<file path="src/rtl/sdadc_pkg.sv">
package sdadc_pkg;

   localparam int REG_W   = 24;
   localparam int BYTE_W  = 8;
   localparam int FRAME_W = REG_W + BYTE_W;

   localparam logic [2:0] A_STAT  = 3'd0;
   localparam logic [2:0] A_MODE  = 3'd1;
   localparam logic [2:0] A_CONF  = 3'd2;
   localparam logic [2:0] A_DATA  = 3'd3;
   localparam logic [2:0] A_IDENT = 3'd4;
   localparam logic [2:0] A_OCTL  = 3'd5;
   localparam logic [2:0] A_OFFS  = 3'd6;
   localparam logic [2:0] A_FSCL  = 3'd7;

   localparam logic [7:0] STREAM_EXIT = 8'h58;
   localparam int         APPEND_BIT  = 20;

   typedef enum logic [1:0] {PH_CMD, PH_XFER, PH_STREAM} phase_t;

   function automatic int unsigned reg_bits(input logic [2:0] addr, input logic append);
      case (addr)
         A_STAT, A_IDENT, A_OCTL: return BYTE_W;
         A_DATA:                  return append ? FRAME_W : REG_W;
         default:                 return REG_W;
      endcase
   endfunction

endpackage

</file>
<file path="src/rtl/sdadc_pin_sync.sv">
module sdadc_pin_sync #(
   parameter int STAGES = 2
)(
   input  logic clk,
   input  logic rst_n,
   input  logic sclk_i,
   input  logic csn_i,
   input  logic mosi_i,
   output logic sclk_rise,
   output logic sclk_fall,
   output logic csn_q,
   output logic mosi_q
);
   if (STAGES < 2) begin : g_bad_stages
      $error("sdadc_pin_sync: STAGES must be at least 2");
   end

   logic [STAGES:0]   sclk_p;
   logic [STAGES-1:0] csn_p;
   logic [STAGES-1:0] mosi_p;

   always_ff @(posedge clk or negedge rst_n) begin
      if (!rst_n) begin
         sclk_p <= '1;
         csn_p  <= '1;
         mosi_p <= '0;
      end else begin
         sclk_p <= {sclk_p[STAGES-1:0], sclk_i};
         csn_p  <= {csn_p[STAGES-2:0], csn_i};
         mosi_p <= {mosi_p[STAGES-2:0], mosi_i};
      end
   end

   assign sclk_rise = sclk_p[STAGES-1] & ~sclk_p[STAGES];
   assign sclk_fall = ~sclk_p[STAGES-1] & sclk_p[STAGES];
   assign csn_q     = csn_p[STAGES-1];
   assign mosi_q    = mosi_p[STAGES-1];

endmodule

</file>
<file path="src/rtl/sdadc_ones_watch.sv">
module sdadc_ones_watch #(
   parameter int RUN = 48
)(
   input  logic clk,
   input  logic rst_n,
   input  logic clr,
   input  logic bit_stb,
   input  logic bit_val,
   output logic fire
);
   localparam int CW = $clog2(RUN + 1);

   if (RUN < 16) begin : g_bad_run
      $error("sdadc_ones_watch: RUN must be at least 16");
   end

   logic [CW-1:0] run_cnt;

   assign fire = bit_stb & bit_val & (run_cnt == CW'(RUN - 1));

   always_ff @(posedge clk or negedge rst_n) begin
      if (!rst_n)            run_cnt <= '0;
      else if (clr)          run_cnt <= '0;
      else if (bit_stb) begin
         if (!bit_val)       run_cnt <= '0;
         else if (run_cnt != CW'(RUN - 1)) run_cnt <= run_cnt + CW'(1);
      end
   end

   p_run_bound_r11: assert property (@(posedge clk) disable iff (!rst_n)
      run_cnt <= CW'(RUN - 1));
   p_zero_breaks_r11: assert property (@(posedge clk) disable iff (!rst_n)
      (bit_stb && !bit_val && !clr) |=> (run_cnt == '0));

endmodule

</file>
<file path="src/rtl/sdadc_result_hold.sv">
module sdadc_result_hold #(
   parameter int DW  = 24,
   parameter int CHW = 3
)(
   input  logic           clk,
   input  logic           rst_n,
   input  logic           res_valid,
   input  logic [DW-1:0]  res_data,
   input  logic           res_err,
   input  logic           res_noref,
   input  logic [CHW-1:0] res_chan,
   input  logic           consume,
   output logic [DW-1:0]  dat_q,
   output logic           err_q,
   output logic           noref_q,
   output logic           par_q,
   output logic [CHW-1:0] chan_q,
   output logic           rdy_n
);
   logic           pend;
   logic [DW-1:0]  pend_d;
   logic           pend_e, pend_n;
   logic [CHW-1:0] pend_c;

   always_ff @(posedge clk or negedge rst_n) begin
      if (!rst_n) begin
         pend <= 1'b0; pend_d <= '0; pend_e <= 1'b0; pend_n <= 1'b0; pend_c <= '0;
         dat_q <= '0; err_q <= 1'b0; noref_q <= 1'b0; par_q <= 1'b0; chan_q <= '0;
         rdy_n <= 1'b1;
      end else begin
         pend <= res_valid;
         if (res_valid) begin
            pend_d <= res_data; pend_e <= res_err; pend_n <= res_noref; pend_c <= res_chan;
         end
         if (pend) begin
            dat_q <= pend_d; err_q <= pend_e; noref_q <= pend_n; chan_q <= pend_c;
            par_q <= ^pend_d;
         end
         if (res_valid)    rdy_n <= 1'b1;
         else if (pend)    rdy_n <= 1'b0;
         else if (consume) rdy_n <= 1'b1;
      end
   end

   p_warn_r9: assert property (@(posedge clk) disable iff (!rst_n)
      res_valid |=> rdy_n);
   p_fresh_r9: assert property (@(posedge clk) disable iff (!rst_n)
      (pend && !res_valid) |=> !rdy_n);
   p_keep_r9: assert property (@(posedge clk) disable iff (!rst_n)
      !pend |=> $stable(dat_q));

endmodule

</file>
<file path="src/rtl/sdadc_cfg_regs.sv">
module sdadc_cfg_regs
   import sdadc_pkg::*;
#(
   parameter int           W    = 24,
   parameter int           OW   = 8,
   parameter logic [W-1:0] R_MD = '0,
   parameter logic [W-1:0] R_CF = '0,
   parameter logic [W-1:0] R_OF = '0,
   parameter logic [W-1:0] R_FS = '0,
   parameter logic [OW-1:0] R_OC = '0
)(
   input  logic          clk,
   input  logic          rst_n,
   input  logic          wr_en,
   input  logic [2:0]    wr_addr,
   input  logic [W-1:0]  wr_data,
   output logic [W-1:0]  mode_q,
   output logic [W-1:0]  conf_q,
   output logic [W-1:0]  ofs_q,
   output logic [W-1:0]  fs_q,
   output logic [OW-1:0] octl_q
);
   localparam int NSLOT = 4;
   localparam logic [2:0]   SLOT_ADDR [NSLOT] = '{A_MODE, A_CONF, A_OFFS, A_FSCL};
   localparam logic [W-1:0] SLOT_RST  [NSLOT] = '{R_MD, R_CF, R_OF, R_FS};

   if (OW > W) begin : g_bad_ow
      $error("sdadc_cfg_regs: OW must not exceed W");
   end

   logic [W-1:0] slot_q [NSLOT];

   always_ff @(posedge clk or negedge rst_n) begin
      if (!rst_n) begin
         for (int k = 0; k < NSLOT; k++) slot_q[k] <= SLOT_RST[k];
         octl_q <= R_OC;
      end else if (wr_en) begin
         for (int k = 0; k < NSLOT; k++)
            if (wr_addr == SLOT_ADDR[k]) slot_q[k] <= wr_data;
         if (wr_addr == A_OCTL) octl_q <= wr_data[OW-1:0];
      end
   end

   assign mode_q = slot_q[0];
   assign conf_q = slot_q[1];
   assign ofs_q  = slot_q[2];
   assign fs_q   = slot_q[3];

   p_ro_ignore_r4: assert property (@(posedge clk) disable iff (!rst_n)
      (wr_en && (wr_addr == A_DATA || wr_addr == A_IDENT || wr_addr == A_STAT))
      |=> ($stable(mode_q) && $stable(conf_q) && $stable(ofs_q) && $stable(fs_q) && $stable(octl_q)));
   p_idle_hold_r3: assert property (@(posedge clk) disable iff (!rst_n)
      !wr_en |=> ($stable(mode_q) && $stable(conf_q) && $stable(octl_q)));

endmodule

</file>
<file path="src/rtl/sdadc_spi_regif.sv">
module sdadc_spi_regif
   import sdadc_pkg::*;
#(
   parameter logic [3:0]       DEV_CODE    = 4'hA,
   parameter int               SYNC_STAGES = 2,
   parameter int               RST_ONES    = 48,
   parameter logic [REG_W-1:0] MODE_RST    = 24'h080060,
   parameter logic [REG_W-1:0] CONF_RST    = 24'h000117,
   parameter logic [REG_W-1:0] OFS_RST     = 24'h800000,
   parameter logic [REG_W-1:0] FS_RST      = 24'h5A0000,
   parameter logic [BYTE_W-1:0] OCTL_RST   = 8'h00
)(
   input  logic              clk,
   input  logic              rst_n,
   input  logic              spi_sclk,
   input  logic              spi_cs_n,
   input  logic              spi_mosi,
   output logic              spi_miso,
   input  logic              res_valid,
   input  logic [REG_W-1:0]  res_data,
   input  logic              res_err,
   input  logic              res_noref,
   input  logic [2:0]        res_chan,
   output logic [REG_W-1:0]  mode_q,
   output logic [REG_W-1:0]  conf_q,
   output logic [REG_W-1:0]  offset_q,
   output logic [REG_W-1:0]  fscale_q,
   output logic [BYTE_W-1:0] outctl_q
);
   localparam int BCW = $clog2(FRAME_W + 1);

   logic rise, fall, csn_q, mosi_q, fire;
   logic [REG_W-1:0] dat_q;
   logic err_q, noref_q, par_q, rdy_n;
   logic [2:0] chan_q;

   phase_t           phase;
   logic [BCW-1:0]   bcnt, cur_len;
   logic [REG_W-2:0] rx;
   logic [FRAME_W-1:0] tx, tx_src;
   logic             loaded, cur_rd, wr_en, consume;
   logic [2:0]       cur_addr;
   logic [REG_W-1:0] wr_data;
   logic [7:0]       stat_byte, cmd_byte;

   sdadc_pin_sync #(.STAGES(SYNC_STAGES)) i_sync (
      .clk(clk), .rst_n(rst_n), .sclk_i(spi_sclk), .csn_i(spi_cs_n), .mosi_i(spi_mosi),
      .sclk_rise(rise), .sclk_fall(fall), .csn_q(csn_q), .mosi_q(mosi_q));

   sdadc_ones_watch #(.RUN(RST_ONES)) i_ones (
      .clk(clk), .rst_n(rst_n), .clr(csn_q), .bit_stb(rise), .bit_val(mosi_q), .fire(fire));

   sdadc_result_hold #(.DW(REG_W), .CHW(3)) i_hold (
      .clk(clk), .rst_n(rst_n), .res_valid(res_valid), .res_data(res_data),
      .res_err(res_err), .res_noref(res_noref), .res_chan(res_chan), .consume(consume),
      .dat_q(dat_q), .err_q(err_q), .noref_q(noref_q), .par_q(par_q), .chan_q(chan_q),
      .rdy_n(rdy_n));

   sdadc_cfg_regs #(.W(REG_W), .OW(BYTE_W), .R_MD(MODE_RST), .R_CF(CONF_RST),
                    .R_OF(OFS_RST), .R_FS(FS_RST), .R_OC(OCTL_RST)) i_cfg (
      .clk(clk), .rst_n(rst_n), .wr_en(wr_en), .wr_addr(cur_addr), .wr_data(wr_data),
      .mode_q(mode_q), .conf_q(conf_q), .ofs_q(offset_q), .fs_q(fscale_q), .octl_q(outctl_q));

   assign stat_byte = {rdy_n, err_q, noref_q, par_q, 1'b0, chan_q};
   assign cmd_byte  = {rx[6:0], mosi_q};

   always_comb begin
      case (cur_addr)
         A_STAT:  tx_src = {stat_byte, {REG_W{1'b0}}};
         A_MODE:  tx_src = {mode_q, {BYTE_W{1'b0}}};
         A_CONF:  tx_src = {conf_q, {BYTE_W{1'b0}}};
         A_DATA:  tx_src = {dat_q, stat_byte};
         A_IDENT: tx_src = {4'h0, DEV_CODE, {REG_W{1'b0}}};
         A_OCTL:  tx_src = {outctl_q, {REG_W{1'b0}}};
         A_OFFS:  tx_src = {offset_q, {BYTE_W{1'b0}}};
         default: tx_src = {fscale_q, {BYTE_W{1'b0}}};
      endcase
   end

   always_ff @(posedge clk or negedge rst_n) begin
      if (!rst_n) begin
         phase <= PH_CMD; bcnt <= '0; cur_len <= BCW'(BYTE_W); rx <= '0; tx <= '0;
         loaded <= 1'b0; cur_rd <= 1'b0; cur_addr <= '0;
         wr_en <= 1'b0; wr_data <= '0; consume <= 1'b0;
      end else begin
         wr_en   <= 1'b0;
         consume <= 1'b0;
         if (csn_q || fire) begin
            phase <= PH_CMD; bcnt <= '0; loaded <= 1'b0;
         end else begin
            if (fall && phase != PH_CMD && cur_rd && bcnt == '0 && !loaded) begin
               tx <= tx_src; loaded <= 1'b1;
            end
            if (rise) begin
               rx <= {rx[REG_W-3:0], mosi_q};
               if (loaded) tx <= tx << 1;
               case (phase)
                  PH_CMD: begin
                     if (bcnt == BCW'(7)) begin
                        bcnt <= '0;
                        if (!cmd_byte[7]) begin
                           cur_addr <= cmd_byte[5:3];
                           cur_rd   <= cmd_byte[6];
                           cur_len  <= BCW'(reg_bits(cmd_byte[5:3], mode_q[APPEND_BIT]));
                           if (cmd_byte[6] && cmd_byte[5:3] == A_DATA && cmd_byte[2])
                              phase <= PH_STREAM;
                           else if (!cmd_byte[6] && cmd_byte[5:3] == A_STAT)
                              phase <= PH_CMD;
                           else
                              phase <= PH_XFER;
                        end
                     end else bcnt <= bcnt + BCW'(1);
                  end
                  PH_XFER: begin
                     if (bcnt == cur_len - BCW'(1)) begin
                        phase <= PH_CMD; bcnt <= '0; loaded <= 1'b0;
                        if (!cur_rd) begin
                           wr_en <= 1'b1; wr_data <= {rx, mosi_q};
                        end else if (cur_addr == A_DATA) consume <= 1'b1;
                     end else bcnt <= bcnt + BCW'(1);
                  end
                  default: begin
                     if (bcnt == BCW'(7) && cmd_byte == STREAM_EXIT) begin
                        phase <= PH_CMD; bcnt <= '0; loaded <= 1'b0;
                     end else if (bcnt == cur_len - BCW'(1)) begin
                        bcnt <= '0; loaded <= 1'b0; consume <= 1'b1;
                     end else bcnt <= bcnt + BCW'(1);
                  end
               endcase
            end
         end
      end
   end

   assign spi_miso = (spi_cs_n || csn_q) ? 1'b1 :
                     loaded              ? tx[FRAME_W-1] :
                     (phase == PH_XFER)  ? 1'b1 : rdy_n;

   p_bad_cmd_r1: assert property (@(posedge clk) disable iff (!rst_n)
      (phase == PH_CMD && rise && bcnt == BCW'(7) && rx[6] && !csn_q && !fire)
      |=> (phase == PH_CMD && bcnt == '0));
   p_len_r2: assert property (@(posedge clk) disable iff (!rst_n)
      (phase != PH_CMD) |-> (bcnt < cur_len));
   p_exit_r10: assert property (@(posedge clk) disable iff (!rst_n)
      (phase == PH_STREAM && rise && bcnt == BCW'(7) && cmd_byte == STREAM_EXIT && !csn_q && !fire)
      |=> (phase == PH_CMD));
   p_run_reset_r11: assert property (@(posedge clk) disable iff (!rst_n)
      (fire && !csn_q) |=> (phase == PH_CMD && bcnt == '0 && !loaded));
   p_abort_r12: assert property (@(posedge clk) disable iff (!rst_n)
      csn_q |=> (phase == PH_CMD && !loaded && !wr_en));

endmodule

</file>
<file path="config.mk">
export PLATFORM = sky130hd
export DESIGN_NAME = sdadc_spi_regif
export DESIGN_NICKNAME = d
export VERILOG_FILES = /design/src/rtl/sdadc_pkg.sv /design/src/rtl/sdadc_pin_sync.sv /design/src/rtl/sdadc_ones_watch.sv /design/src/rtl/sdadc_result_hold.sv /design/src/rtl/sdadc_cfg_regs.sv /design/src/rtl/sdadc_spi_regif.sv
export SDC_FILE = /design/constraint.sdc
export NUM_CORES = 1
export LEC_CHECK = 0
export BUFFER_PORTS_ARGS = -buffer_cell sky130_fd_sc_hd__buf_2
export CAP_MARGIN = 25
export CORE_ASPECT_RATIO = 0.8
export CORE_UTILIZATION = 55
export DETAILED_ROUTE_END_ITERATION = 10
export GPL_TIMING_DRIVEN = 1
export HOLD_SLACK_MARGIN = 0.15
export PLACE_DENSITY = 0.76
export SKIP_LAST_GASP = 1
export SYNTH_ARGS = -nofsm -noshare
export SYNTH_HDL_FRONTEND = slang
export SYNTH_SLANG_ARGS = --single-unit
</file>
<file path="constraint.sdc">
create_clock -name clk -period 3.3 [get_ports clk]
set_input_delay 0 -clock clk [delete_from_list [all_inputs] [get_ports clk]]
set_output_delay 0 -clock clk [all_outputs]
set_load 0.02 [all_outputs]
</file>
# ---- Word-level counts from Yosys, hierarchy flattened
# Cells that the tools add are included.
dict set report op_classes {
  n_bitwise 9
  reduce_logical 33
  eq_ne 20
  addsub 3
  muxes 50
}
# cell n
set ops {}
lappend ops {{$pmux 32 s7} 1}
lappend ops {{$mux 32} 3}
lappend ops {{$mux 6} 10}
lappend ops {{$mux 1} 24}
lappend ops {{$pmux 6 s2} 2}
lappend ops {{$reduce_xor 24->1} 1}
lappend ops {{$eq 3x3->1 const B} 6}
lappend ops {{$reduce_and 5->1} 3}
lappend ops {{$mux 2} 7}
lappend ops {{$reduce_and 2->1} 7}
lappend ops {{$add 6x1->6 const B} 2}
lappend ops {{$eq 3x2->1 const B} 3}
lappend ops {{$ne 3x3->1 const B} 3}
lappend ops {{$eq 8x7->1 const B} 1}
lappend ops {{$logic_and 1x1->1} 8}
lappend ops {{$eq 6x3->1 const B} 1}
lappend ops {{$eq 6x6->1} 1}
lappend ops {{$eq 6x6->1 const B} 1}
lappend ops {{$logic_not 3->1} 2}
lappend ops {{$logic_not 6->1} 1}
lappend ops {{$ne 6x6->1 const B} 1}
lappend ops {{$reduce_bool 2->1} 3}
lappend ops {{$sub 6x1->6 const B} 1}
lappend ops {{$not 1->1} 5}
lappend ops {{12 further kinds} 18}
dict set report word_totals {
  register_bits 278
  in_bits 35
  wordCells 146
}

# ---- Longest topological paths before layout
# Gate-level depths: netlist of the first run.
dict set report logic_depth {
  ltp_word 12
  ltp_mapped 9
}

# ---- Cells and area by module
# From an unflattened synthesis of the first run, not the netlist that was laid out.
dict set report hier_totals {
  hier_cells 929
  area_unflattened_um2 12652.1
}
# mod cells_per_inst seq_area_each_um2 n_inst area_per_inst_um2
set modules_own_cells {}
lappend modules_own_cells {sdadc_spi_regif 502 2428.6 1 5511.5}
lappend modules_own_cells {sdadc_cfg_regs 223 2618.8 1 4106.4}
lappend modules_own_cells {sdadc_result_hold 152 1527.7 1 2433.6}
lappend modules_own_cells {sdadc_ones_watch 43 150.1 1 404.1}
lappend modules_own_cells {sdadc_pin_sync 9 181.4 1 196.4}

# ---- Worst setup path after synthesis of the first run
# OpenSTA, ideal clock, no wires.
dict set report synth_path {
  path_type {flip-flop to flip-flop}
  startpoint {register cur_len[3]}
  endpoint {register wr_data[10]}
  stages_incl_launch_ff 9
  setup_slack_ns 0.847
  arrival_time_ns 2.328
  t_required_ns 3.175
  n_path_buf 1
  synth_period_minus_slack_ns 2.453
  cell_sequence {dfstp_2 -> inv_1 -> ha_1 -> xnor3_1 -> and4_1 -> nand2_1 -> nor3_2 -> buf_4 -> mux2_2}
}
dict set report synth_via {
  elab_chain_cells 3
}
# item line
set synth_lines {}
lappend synth_lines {{start, declared} sdadc_spi_regif.sv:38} ;# logic [BCW-1:0] bcnt, cur_len;
lappend synth_lines {{start signal, assigned} sdadc_spi_regif.sv:104} ;# cur_len <= BCW'(reg_bits(cmd_byte[5:3], mode_q[APPEND_BIT]));
lappend synth_lines {{$sub 6x1->6} sdadc_spi_regif.sv:115} ;# if (bcnt == cur_len - BCW'(1)) begin
lappend synth_lines {{$eq 6x6->1} sdadc_spi_regif.sv:115}
lappend synth_lines {{$reduce_and 5->1 (no line)} n/a}
lappend synth_lines {{end signal, assigned} sdadc_spi_regif.sv:84} ;# wr_en <= 1'b0; wr_data <= '0; consume <= 1'b0;
lappend synth_lines {{end signal, assigned} sdadc_spi_regif.sv:118} ;# wr_en <= 1'b1; wr_data <= {rx, mosi_q};
lappend synth_lines {{end, declared} sdadc_spi_regif.sv:43} ;# logic [REG_W-1:0] wr_data;
# No other way between the ends.
# A chain may end at the register's enable or synchronous reset.

# ---- Worst setup path after layout of the first run
dict set report layout_path {
  startpoint {register bcnt[3]}
  endpoint {register tx[24]}
}
dict set report layout_via {
  elab_chain_cells 6
}
# item line
set layout_lines {}
lappend layout_lines {{start, declared} sdadc_spi_regif.sv:38}
lappend layout_lines {{start signal, assigned} sdadc_spi_regif.sv:112} ;# end else bcnt <= bcnt + BCW'(1);
lappend layout_lines {{start signal, assigned} sdadc_spi_regif.sv:120} ;# end else bcnt <= bcnt + BCW'(1);
lappend layout_lines {{start signal, assigned} sdadc_spi_regif.sv:127} ;# end else bcnt <= bcnt + BCW'(1);
lappend layout_lines {{$logic_not 6->1 (*)} sdadc_spi_regif.sv:91} ;# if (fall && phase != PH_CMD && cur_rd && bcnt == '0 && !loaded) begin
lappend layout_lines {{$logic_and 1x1->1 (*) (2 in a row)} sdadc_spi_regif.sv:91}
lappend layout_lines {{$mux 32 (*)} sdadc_spi_regif.sv:91}
lappend layout_lines {{$mux 32} sdadc_spi_regif.sv:96} ;# if (loaded) tx <= tx << 1;
lappend layout_lines {{$mux 32 (*)} sdadc_spi_regif.sv:94} ;# if (rise) begin
lappend layout_lines {{end signal, assigned} sdadc_spi_regif.sv:96}
lappend layout_lines {{end, declared} sdadc_spi_regif.sv:40} ;# logic [FRAME_W-1:0] tx, tx_src;
# Mark *: on every way between the ends. The rest lies on a longest branch, timed or not.

==> impl_metrics.toml, run 1 <==
[outcome]
status = "finished clean"

[worst_setup_path]
startpoint = "bcnt[3]"
endpoint_kind = "flip-flop"
critPathMaxStageDelay_ns = 0.69
path_cells = "or3_4 -> or4_4 -> a21oi_4 -> o32ai_1 -> a31oi_1"
worstSetupPathType = "flip-flop to flip-flop"
cp.required_ns = 3.76
cp.arrival_ns = 3.03
cp_max_fo = 21
r2r_start = "bcnt[3]"
crit_slowest_cell = "or4_4"
cp-start-kind = "flip-flop"

[die]
die_y_microns = 137.0
die_w_microns = 170.8
core_sq_mm = 0.02244
pin_count = 140
start_util = 0.5585
die_area_sq_mm = 0.02340
core.rowCount = 49

[min_path]
hp-class = "input pin to flip-flop"
worstHoldStart = "res_data[17]"

[synth]
synth_edf_count = 0
synth_fp_nets = 1065
synth_area_leaders = "dfrtp_1 (51%), mux2_2 (18%), dfstp_2 (4.2%)"
synth.most_common_cell = "dfrtp_1"
synthAdderAreaFrac = 0.003993
avgSynthCellArea_sq_um = 12.22
synth-async-reset-ratio = 1.000
synth_area_sq_mm = 0.01253
synth_top_cell_by_area = "dfrtp_1"
synthMuxAreaShare = 0.2006
synth_commonest_cells = "dfrtp_1 (255), mux2_2 (199), nand2_1 (94)"
synth_cell_types = 78
yosys.area.top_type_share = 0.5091
synth.ff_latch_count = 275
synth_ff_type = "dfrtp_1"
synth_top_family_by_area = "multiplexers"
synth_xor_area_frac = 0.02176
yosys.area_share.simple = 0.07647
synth-compound-area-share = 0.1188
synth.yosys.seq_area_share = 0.5511
syn_inst = 1026
ys.warnings.count = 0

[layout]
num-fill-cells = 1713
nets = 1264
drive_above_1_share = 0.3663
area_delta_synth_final_pct = 20.76
num_antenna_cells = 0
fin_area_sq_mm = 0.01514

[sta]
skew_ns = 0.01963
worst_slew_pin_slew_ns = 0.7591
drv_slew = 0
fin_crit_sh = 0.7793
slew_headroom = 0.4939
hold_violations = 0
timing.setup.tns_ns = 0
setup_viol = 0
rsz0062_at_grt = "no"
period_needed_ns = 2.572
max_freq_ghz = 0.3889

[pwr]
ir_drop_v = 0.0003810
p_leak_nw = 7.289
power.density_mw_per_mm2 = 481.3

[placement]
io_buffers = 139
place_area_sq_mm = 0.01359
place_congestion = 0.8372
hpwl_mm = 23.02

[grt]
overflow = 0
first_global_vias = 9251
antenna_found_initial = 1
grt_max_degree = 103
grtUsageTotal = 0.3080
grt_pass1_wl_mm = 54.21

[clock_network]
cts_root_buf = "clkbuf_16"
clk_latency_ns = 0.55
clk_pin_slew_worst_paths_ns = 0.06
cts_tree = "built"
cts_buffers = 28
clockBufferDepth = 3
cts.sinks = 275
cts_max_level = 1

[route]
antenna_left = 0
drc_errors = 0
drt-total-wl_mm = 34.76
drtPass1Iterations = 6
vias = 9334
avgRoutedWirePerCell_microns = 22.41
first_iter_violations = 845
viasPerCell = 6.018

[run]
drv_cap = 0
-- routing by layer --
layer | vias up | part of all wire | GRT usage
li1 | 4111 | - | -
met1 | 4745 | 0.43 | 0.4358
met2 | 397 | 0.45 | 0.4676
met3 | 81 | 0.080 | 0.06507
met4 | 0 | 0.038 | 0.1171
met5 | - | 0 | 0
-- worst max-delay path, delay by kind of cell, from the launching register on --
| kind | cells | cell delay [ns] |
|---|---|---|
| and+or+nand+nor | 2 | 1.14 |
| AOI/OAI and AO/OA | 3 | 0.89 |
| DFF | 1 | 0.45 |
-- registers in the layout, summed over array words and instances, names as in the netlist, 2 cells and up --
register,cells
i_cfg.octl_q,8
i_cfg.mode_q,24
phase,2
i_sync.mosi_p,2
bcnt,6
cur_len,3
cur_addr,3
tx,32
i_sync.sclk_p,3
i_hold.pend_c,3
i_hold.chan_q,3
i_hold.dat_q,24
i_hold.pend_d,24
rx,23
i_ones.run_cnt,6
i_cfg.conf_q,24
i_sync.csn_p,2
wr_data,24
i_cfg.fs_q,24
i_cfg.ofs_q,24
-- through the flow --
step	worst slack, ns	cells	hold slack (ns)	util	total power, mW
2_1_floorplan	0.8474	1026	-0.2956	-	3.984
3_3_place_gp	0.7855	1434	0.04916	0.6055	4.213
3_5_place_dp	0.7644	1434	0.04997	0.6055	4.227
4_1_cts	0.7534	1551	0.2878	0.6745	7.312
5_1_grt	0.6016	1551	0.3218	0.6745	7.539
6_report	0.7283	1551	0.3177	0.6745	7.284
-- cell families (layout without fill, tap and decap cells) --
group | count (synthesis) | in the layout
AND/OR/NAND/NOR | 198 | 198
AO/OA/AOI/OAI | 219 | 219
adder cells (fa/ha/maj) | 4 | 4
XOR/XNOR | 28 | 28
buffers and inverters | 79 | 298
flip-flops | 275 | 275
multiplexers | 223 | 223
-- final timing paths --
path	slack, ns	endpoint	cells past startpoint
min	0.32	i_hold.pend_d[17]	3
max in group asynchronous	2.13	wr_data[3]	4
min in group asynchronous	0.60	i_cfg.conf_q[4]	3
min reg2reg	0.35	i_sync.mosi_p[1]	0
max reg2reg	0.73	tx[24]	5
max	0.73	tx[24]	5
-- report_power, final --
group / leakage, nW / switching [mW] / total [mW] / internal (mW)
sequential: 3.62 / 0.167 / 3.67 / 3.50
combinational: 3.24 / 0.269 / 0.601 / 0.331
clock: 0.427 / 1.30 / 3.01 / 1.71
total: 7.29 / 1.74 / 7.28 / 5.55
-- cell type report --
| type | instances | area, sq um | area share |
|---|---|---|---|
| well taps | 306 | 382.9 | 0.02530 |
| multi-input cells | 672 | 5299 | 0.3501 |
| flip-flops and latches | 275 | 6908 | 0.4564 |
| clock buffers | 41 | 779.5 | 0.05150 |
| clock inverters | 9 | 81.33 | 0.005373 |
| repair buffers | 235 | 1637 | 0.1081 |
| inverters | 13 | 48.80 | 0.003224 |
-- cell usage in the layout (no fill, tap or decap), types with 4 or more instances in the layout --
master | Yosys | final
xor2_1 | 8 | 8
o22ai_1 | 29 | 29
nand4_1 | 4 | 4
o21a_1 | 8 | 8
nand4b_1 | 4 | 4
nor3_1 | 5 | 5
ha_1 | 4 | 4
clkbuf_16 | 0 | 28
inv_1 | 12 | 12
clkinv_2 | 0 | 7
nor2_1 | 35 | 35
nand3_1 | 6 | 6
dfstp_2 | 20 | 20
mux2_2 | 199 | 199
and2_1 | 4 | 4
nand2_1 | 94 | 94
or2_2 | 4 | 4
buf_4 | 2 | 27
mux2i_1 | 19 | 19
o21ai_0 | 50 | 50
nand2b_1 | 5 | 5
o22a_1 | 7 | 7
mux2_4 | 4 | 4
xnor2_1 | 18 | 18
buf_2 | 13 | 138
nor2b_1 | 12 | 11
or3_1 | 4 | 4
a22oi_1 | 17 | 17
clkbuf_1 | 39 | 10
a21oi_1 | 37 | 37
o32ai_1 | 4 | 4
a31oi_1 | 7 | 7
dlygate4sd3_1 | 0 | 66
a22o_1 | 12 | 12
dfrtp_1 | 255 | 254
a21o_1 | 8 | 8
-- repair_timing --
action                                 in CTS  in global routing
endpoints found under the hold margin     294                  0
hold buffers                               67                  0
setup buffers                               0                  0
gates resized for setup                     0                  0
Power figures use the tool's default switching activity.
==> run 2, diff against run 1 <==
Settings changed: CORE_UTILIZATION 55 to 53.
Clock period 3.3 ns to 2.3 ns, I/O delays scaled along.
==> impl_metrics.toml, run 2 (synthesis gave the netlist of run 1 again) <==
[sta]
fin_crit_sh = 1.012
hold_violations = 0
max_freq_ghz = 0.4298
drv_slew = 0
setup_viol = 13
timing.final.ws_setup_ns = -0.02692
rsz0062_at_grt = "yes"
slew_headroom = 0.5193
skew_ns = 0.02693
period_needed_ns = 2.327
worst_slew_pin_slew_ns = 0.7211
timing.setup.tns_ns = -0.1268

[pwr]
switching_share = 0.2324
ir_drop_v = 0.0006294
p_clk_frac = 0.458
total_power_mw = 11.33
p_int_mw = 8.699
power.density_mw_per_mm2 = 717.4
power_switching_mw = 2.634
p_leak_nw = 7.597
p_comb_frac = 0.079
seqPwrFrac = 0.463

[placement]
io_buffers = 139
place_congestion = 0.8889
hpwl_mm = 24.08

[worst_setup_path]
cp-start-kind = "flip-flop"
cp.arrival_ns = 2.76
cpMostUsedCell = "buf_12"
worstSetupPathType = "flip-flop to flip-flop"
critPathMaxStageDelay_ns = 0.54
crit_slowest_cell = "dfstp_2"
cp_max_fo = 7
cp.required_ns = 2.73
path_buf_inv = 3
path_delay_family = "simple AND/OR/NAND/NOR gates"
path_cells = "inv_2 -> ha_4 -> xor2_1 -> and4_1 -> nand2_2 -> nor3_4 -> buf_12 -> buf_12 -> mux2_4"
endpoint_kind = "flip-flop"

[min_path]
hp-class = "input pin to flip-flop"

[layout]
final_common_cell = "dfrtp_1"
area_delta_synth_final_pct = 26.05
final_cell_mix = "dfrtp_1 (254), mux2_2 (174), buf_2 (138), nand2_1 (93), dlygate4sd3_1 (62)"
drive_above_1_share = 0.3923
nets = 1294
regMostFlops = "tx"
largest_register_ffs = 32

[die]
pin_count = 140
die_area_sq_mm = 0.02427
core_sq_mm = 0.02281
die_y_microns = 139.5
core.rowCount = 49
die_w_microns = 173.9
start_util = 0.5495

[route]
viasPerCell = 6.095
drt-total-wl_mm = 36.75
drc_errors = 0
antenna_left = 0
drtPass1Iterations = 5
avgRoutedWirePerCell_microns = 23.18
first_iter_violations = 936
vias = 9661

[clock_network]
clk_latency_ns = 0.57
cts_root_buf = "clkbuf_16"
cts_max_level = 1
clockBufferDepth = 3
cts_buffers = 28
cts_tree = "built"
clk_pin_slew_worst_paths_ns = 0.06
cts.sinks = 275

[grt]
grt_pass1_wl_mm = 57.03
antenna_found_initial = 2
grt_max_degree = 75
first_global_vias = 9740
grtUsageTotal = 0.3047
overflow = 0

[run]
drv_cap = 0

[outcome]
violations = "setup timing"
status = "finished, violations left"
-- run 2: cell types whose count changed in the layout (fill, tap and decap cells not counted), sizes merged --
cell and change:
diode +2, buf +32, clkinv -1, clkinvlp +1, bufinv +6, clkbuf -2
dlygate4sd3 -4
-- run 2: stage by stage --
step,util,hold WS [ns],instance area (sq um),std cells,worst slack (ns)
finish,0.6927,0.2252,15800,1585,-0.02692
detailed placement,0.6074,-0.002400,13850,1459,-0.03315
CTS,0.6836,0.2147,15590,1576,-0.002368
global placement,0.6074,0.001502,13850,1459,0.01368
global route,0.6925,0.2654,15790,1583,-0.09906
floorplan,-,-0.2956,12550,1026,0.01051
-- run 2: area by class of cell --
type                            count  area [sq um]
Inverter                           13         48.80
Tap cell                          306         382.9
Fill cell                        1618          7009
Timing Repair Buffer              265          1974
Multi-Input combinational cell    672          5416
Antenna cell                        2         5.005
Clock inverter                     15         277.8
Sequential cell                   275          6908
Clock buffer                       37         784.5
-- run 2: power by group through the flow --
stage / clock network [mW] / logic, mW / registers (mW)
6_report: 5.19 / 0.899 / 5.25
5_1_grt: 5.40 / 0.975 / 5.27
4_1_cts: 5.21 / 0.882 / 5.24
3_5_place_dp: 0 / 0.767 / 5.32
3_3_place_gp: 0 / 0.751 / 5.32
2_1_floorplan: 0 / 0.495 / 5.22
-- run 2: final timing paths --
path                                   from                to  slack (ns)  cells after the start
setup / recovery                 cur_len[3]        wr_data[1]       -0.03                      9
hold / removal                    res_noref     i_hold.pend_n        0.23                      3
setup reg to reg                 cur_len[3]        wr_data[1]       -0.03                      9
hold reg to reg            i_sync.mosi_p[0]  i_sync.mosi_p[1]        0.35                      0
max in group asynchronous             rst_n  i_sync.sclk_p[2]        0.95                      4
min in group asynchronous             rst_n    i_cfg.ofs_q[4]        0.53                      3
-- run 2: timing repair --
action,4_1_cts,5_1_grt
setup buffers,2,5
pin swaps,2,4
hold buffers,62,0
endpoints found under the hold margin,291,0
cloned,1,2
resized for setup,1,28
endpoints found under the setup margin,24,34
-- run 2: worst register-to-register path: stages (launching register included) --
cell	delay (ns)
dfstp_2	0.54
inv_2	0.05
ha_4	0.26
xor2_1	0.15
and4_1	0.27
nand2_2	0.08
nor3_4	0.23
buf_12	0.17
buf_12	0.15
mux2_4	0.31
-- run 2: per-layer routing --
layer,track usage,vias up,wire [microns]
li1,-,4184,-
met1,0.4143,4863,14910
met2,0.4752,516,16950
met3,0.07896,96,3582
met4,0.1080,2,1294
met5,0,-,13
==> run 3, diff against run 2 <==
Settings changed: CELL_PAD_IN_SITES_DETAIL_PLACEMENT from default to 0, CELL_PAD_IN_SITES_GLOBAL_PLACEMENT from default to 1, CORE_UTILIZATION 53 to 43, PLACE_DENSITY 0.76 to 0.87.
==> impl_metrics.toml, run 3 (synthesis gave the netlist of run 1 again) <==
[outcome]
status = "finished, violations left"
violations = "setup timing"

[grt]
grt_pass1_wl_mm = 57.82
grt_max_degree = 86
grtUsageTotal = 0.2552
antenna_found_initial = 0
first_global_vias = 9637
overflow = 0

[sta]
rsz0062_at_grt = "yes"
setup_viol = 21
skew_ns = 0.02925
worst_slew_pin_slew_ns = 0.7646
period_needed_ns = 2.378
hold_violations = 0
fin_crit_sh = 1.034
max_freq_ghz = 0.4205
timing.final.ws_setup_ns = -0.07791
slew_headroom = 0.4849
drv_slew = 0

[run]
drv_cap = 0

[min_path]
hp-class = "flip-flop to flip-flop"

[worst_setup_path]
cp_max_fo = 6
critPathMaxStageDelay_ns = 0.54
cp.arrival_ns = 2.83
reg2reg_setup_slack_ns = -0.08
worstSetupPathType = "flip-flop to flip-flop"
cp.required_ns = 2.75
endpoint_kind = "flip-flop"
crit_slowest_cell = "dfstp_2"
path_cells = "inv_2 -> ha_4 -> xor2_4 -> and4_4 -> nand2_4 -> nor3_4 -> buf_6 -> buf_12 -> buf_16 -> mux2_4"
cp-start-kind = "flip-flop"

[route]
viasPerCell = 5.785
antenna_left = 0
avgRoutedWirePerCell_microns = 22.53
drc_errors = 0
vias = 9568
first_iter_violations = 813
drt-total-wl_mm = 37.27
drtPass1Iterations = 5

[clock_network]
clk_pin_slew_worst_paths_ns = 0.06
clk_latency_ns = 0.57
cts_buffers = 28
clockBufferDepth = 3
cts.sinks = 275
cts_max_level = 1
cts_root_buf = "clkbuf_16"
cts_tree = "built"

[die]
core_sq_mm = 0.02849
start_util = 0.4399
die_w_microns = 192.9
die_y_microns = 154.7
die_area_sq_mm = 0.02984
core.rowCount = 55
pin_count = 140

[layout]
num_antenna_cells = 0
regMostFlops = "tx"
area_delta_synth_final_pct = 26.76
largest_register_ffs = 32
fin_area_sq_mm = 0.01589
fin_util = 0.5577
nets = 1301
final_cell_mix = "dfrtp_1 (254), mux2_2 (188), buf_2 (138), nand2_1 (93), dlygate4sd3_1 (67)"
drive_above_1_share = 0.3980
final_common_cell = "dfrtp_1"

[placement]
place_area_sq_mm = 0.01389
place_congestion = 0.8742
hpwl_mm = 25.24
io_buffers = 139

[pwr]
total_power_mw = 11.34
power.density_mw_per_mm2 = 713.7
p_leak_nw = 7.643
ir_drop_v = 0.0006520
run 3: cell count changes in the layout (fill, tap and decap cells not counted), sizes merged:
cell         before  now
dlygate4sd3      62   67
clkbuf           39   33
or4               4    5
diode             2    0
inv              12   13
buf             201  204
clkinv            8   11
run 3: per-stage QoR:
step | setup TNS (ns) | hold slack [ns] | instances | worst slack [ns]
floorplan | 0 | -0.2956 | 1026 | 0.01051
global placement | -0.3706 | 0.04358 | 1523 | -0.01789
detailed placement | -1.330 | 0.04941 | 1523 | -0.06873
CTS | -0.1183 | 0.3558 | 1649 | -0.02179
global route | -2.752 | 0.3603 | 1654 | -0.1225
finish | -1.156 | 0.3521 | 1654 | -0.07791
run 3: layer usage:
metal | global-route usage | up-vias | wire (microns)
li1 | - | 4190 | -
met1 | 0.3549 | 4866 | 15800
met2 | 0.3961 | 424 | 17170
met3 | 0.05741 | 88 | 3117
met4 | 0.07874 | 0 | 1187
met5 | 0 | - | 0
run 3: layout make-up:
class | instances | area, sq um
well taps | 370 | 462.9
fillers | 2379 | 12600
repair buffers | 271 | 1991
clock buffers | 33 | 769.5
multi-input cells | 673 | 5403
clock inverters | 19 | 305.3
flip-flops and latches | 275 | 6908
inverters | 13 | 48.80
run 3: final timing paths:
kind                                          to  depth (start not counted)              from
worst max-delay path                 wr_data[11]                         10        cur_len[3]
worst min-delay path            i_sync.mosi_p[1]                          0  i_sync.mosi_p[0]
worst max register to register       wr_data[11]                         10        cur_len[3]
worst min register to register  i_sync.mosi_p[1]                          0  i_sync.mosi_p[0]
max in group asynchronous            wr_data[14]                          4             rst_n
min in group asynchronous          i_hold.pend_n                          3             rst_n
run 3: where the power goes:
group	internal, mW	total, mW	switching (mW)
registers	5.03	5.23	0.208
logic	0.496	0.924	0.427
clock network	3.19	5.18	1.99
run 3: what timing repair did:
item | CTS | global route
endpoints found under the hold margin | 297 | 0
buffers inserted | 5 | 5
resized for setup | 7 | 19
hold buffers | 67 | 0
pin swaps | 4 | 6
setup endpoints to repair | 24 | 50
cloned | 2 | 1
run 3: critical path: cells and delay by family, from the launching register on:
family	cells	cell delay [ns]
XOR/XNOR	1	0.16
adder cells (fa/ha/maj)	1	0.28
buffers and inverters	4	0.43
flip-flops	1	0.54
multiplexers	1	0.30
AND/OR/NAND/NOR	3	0.57
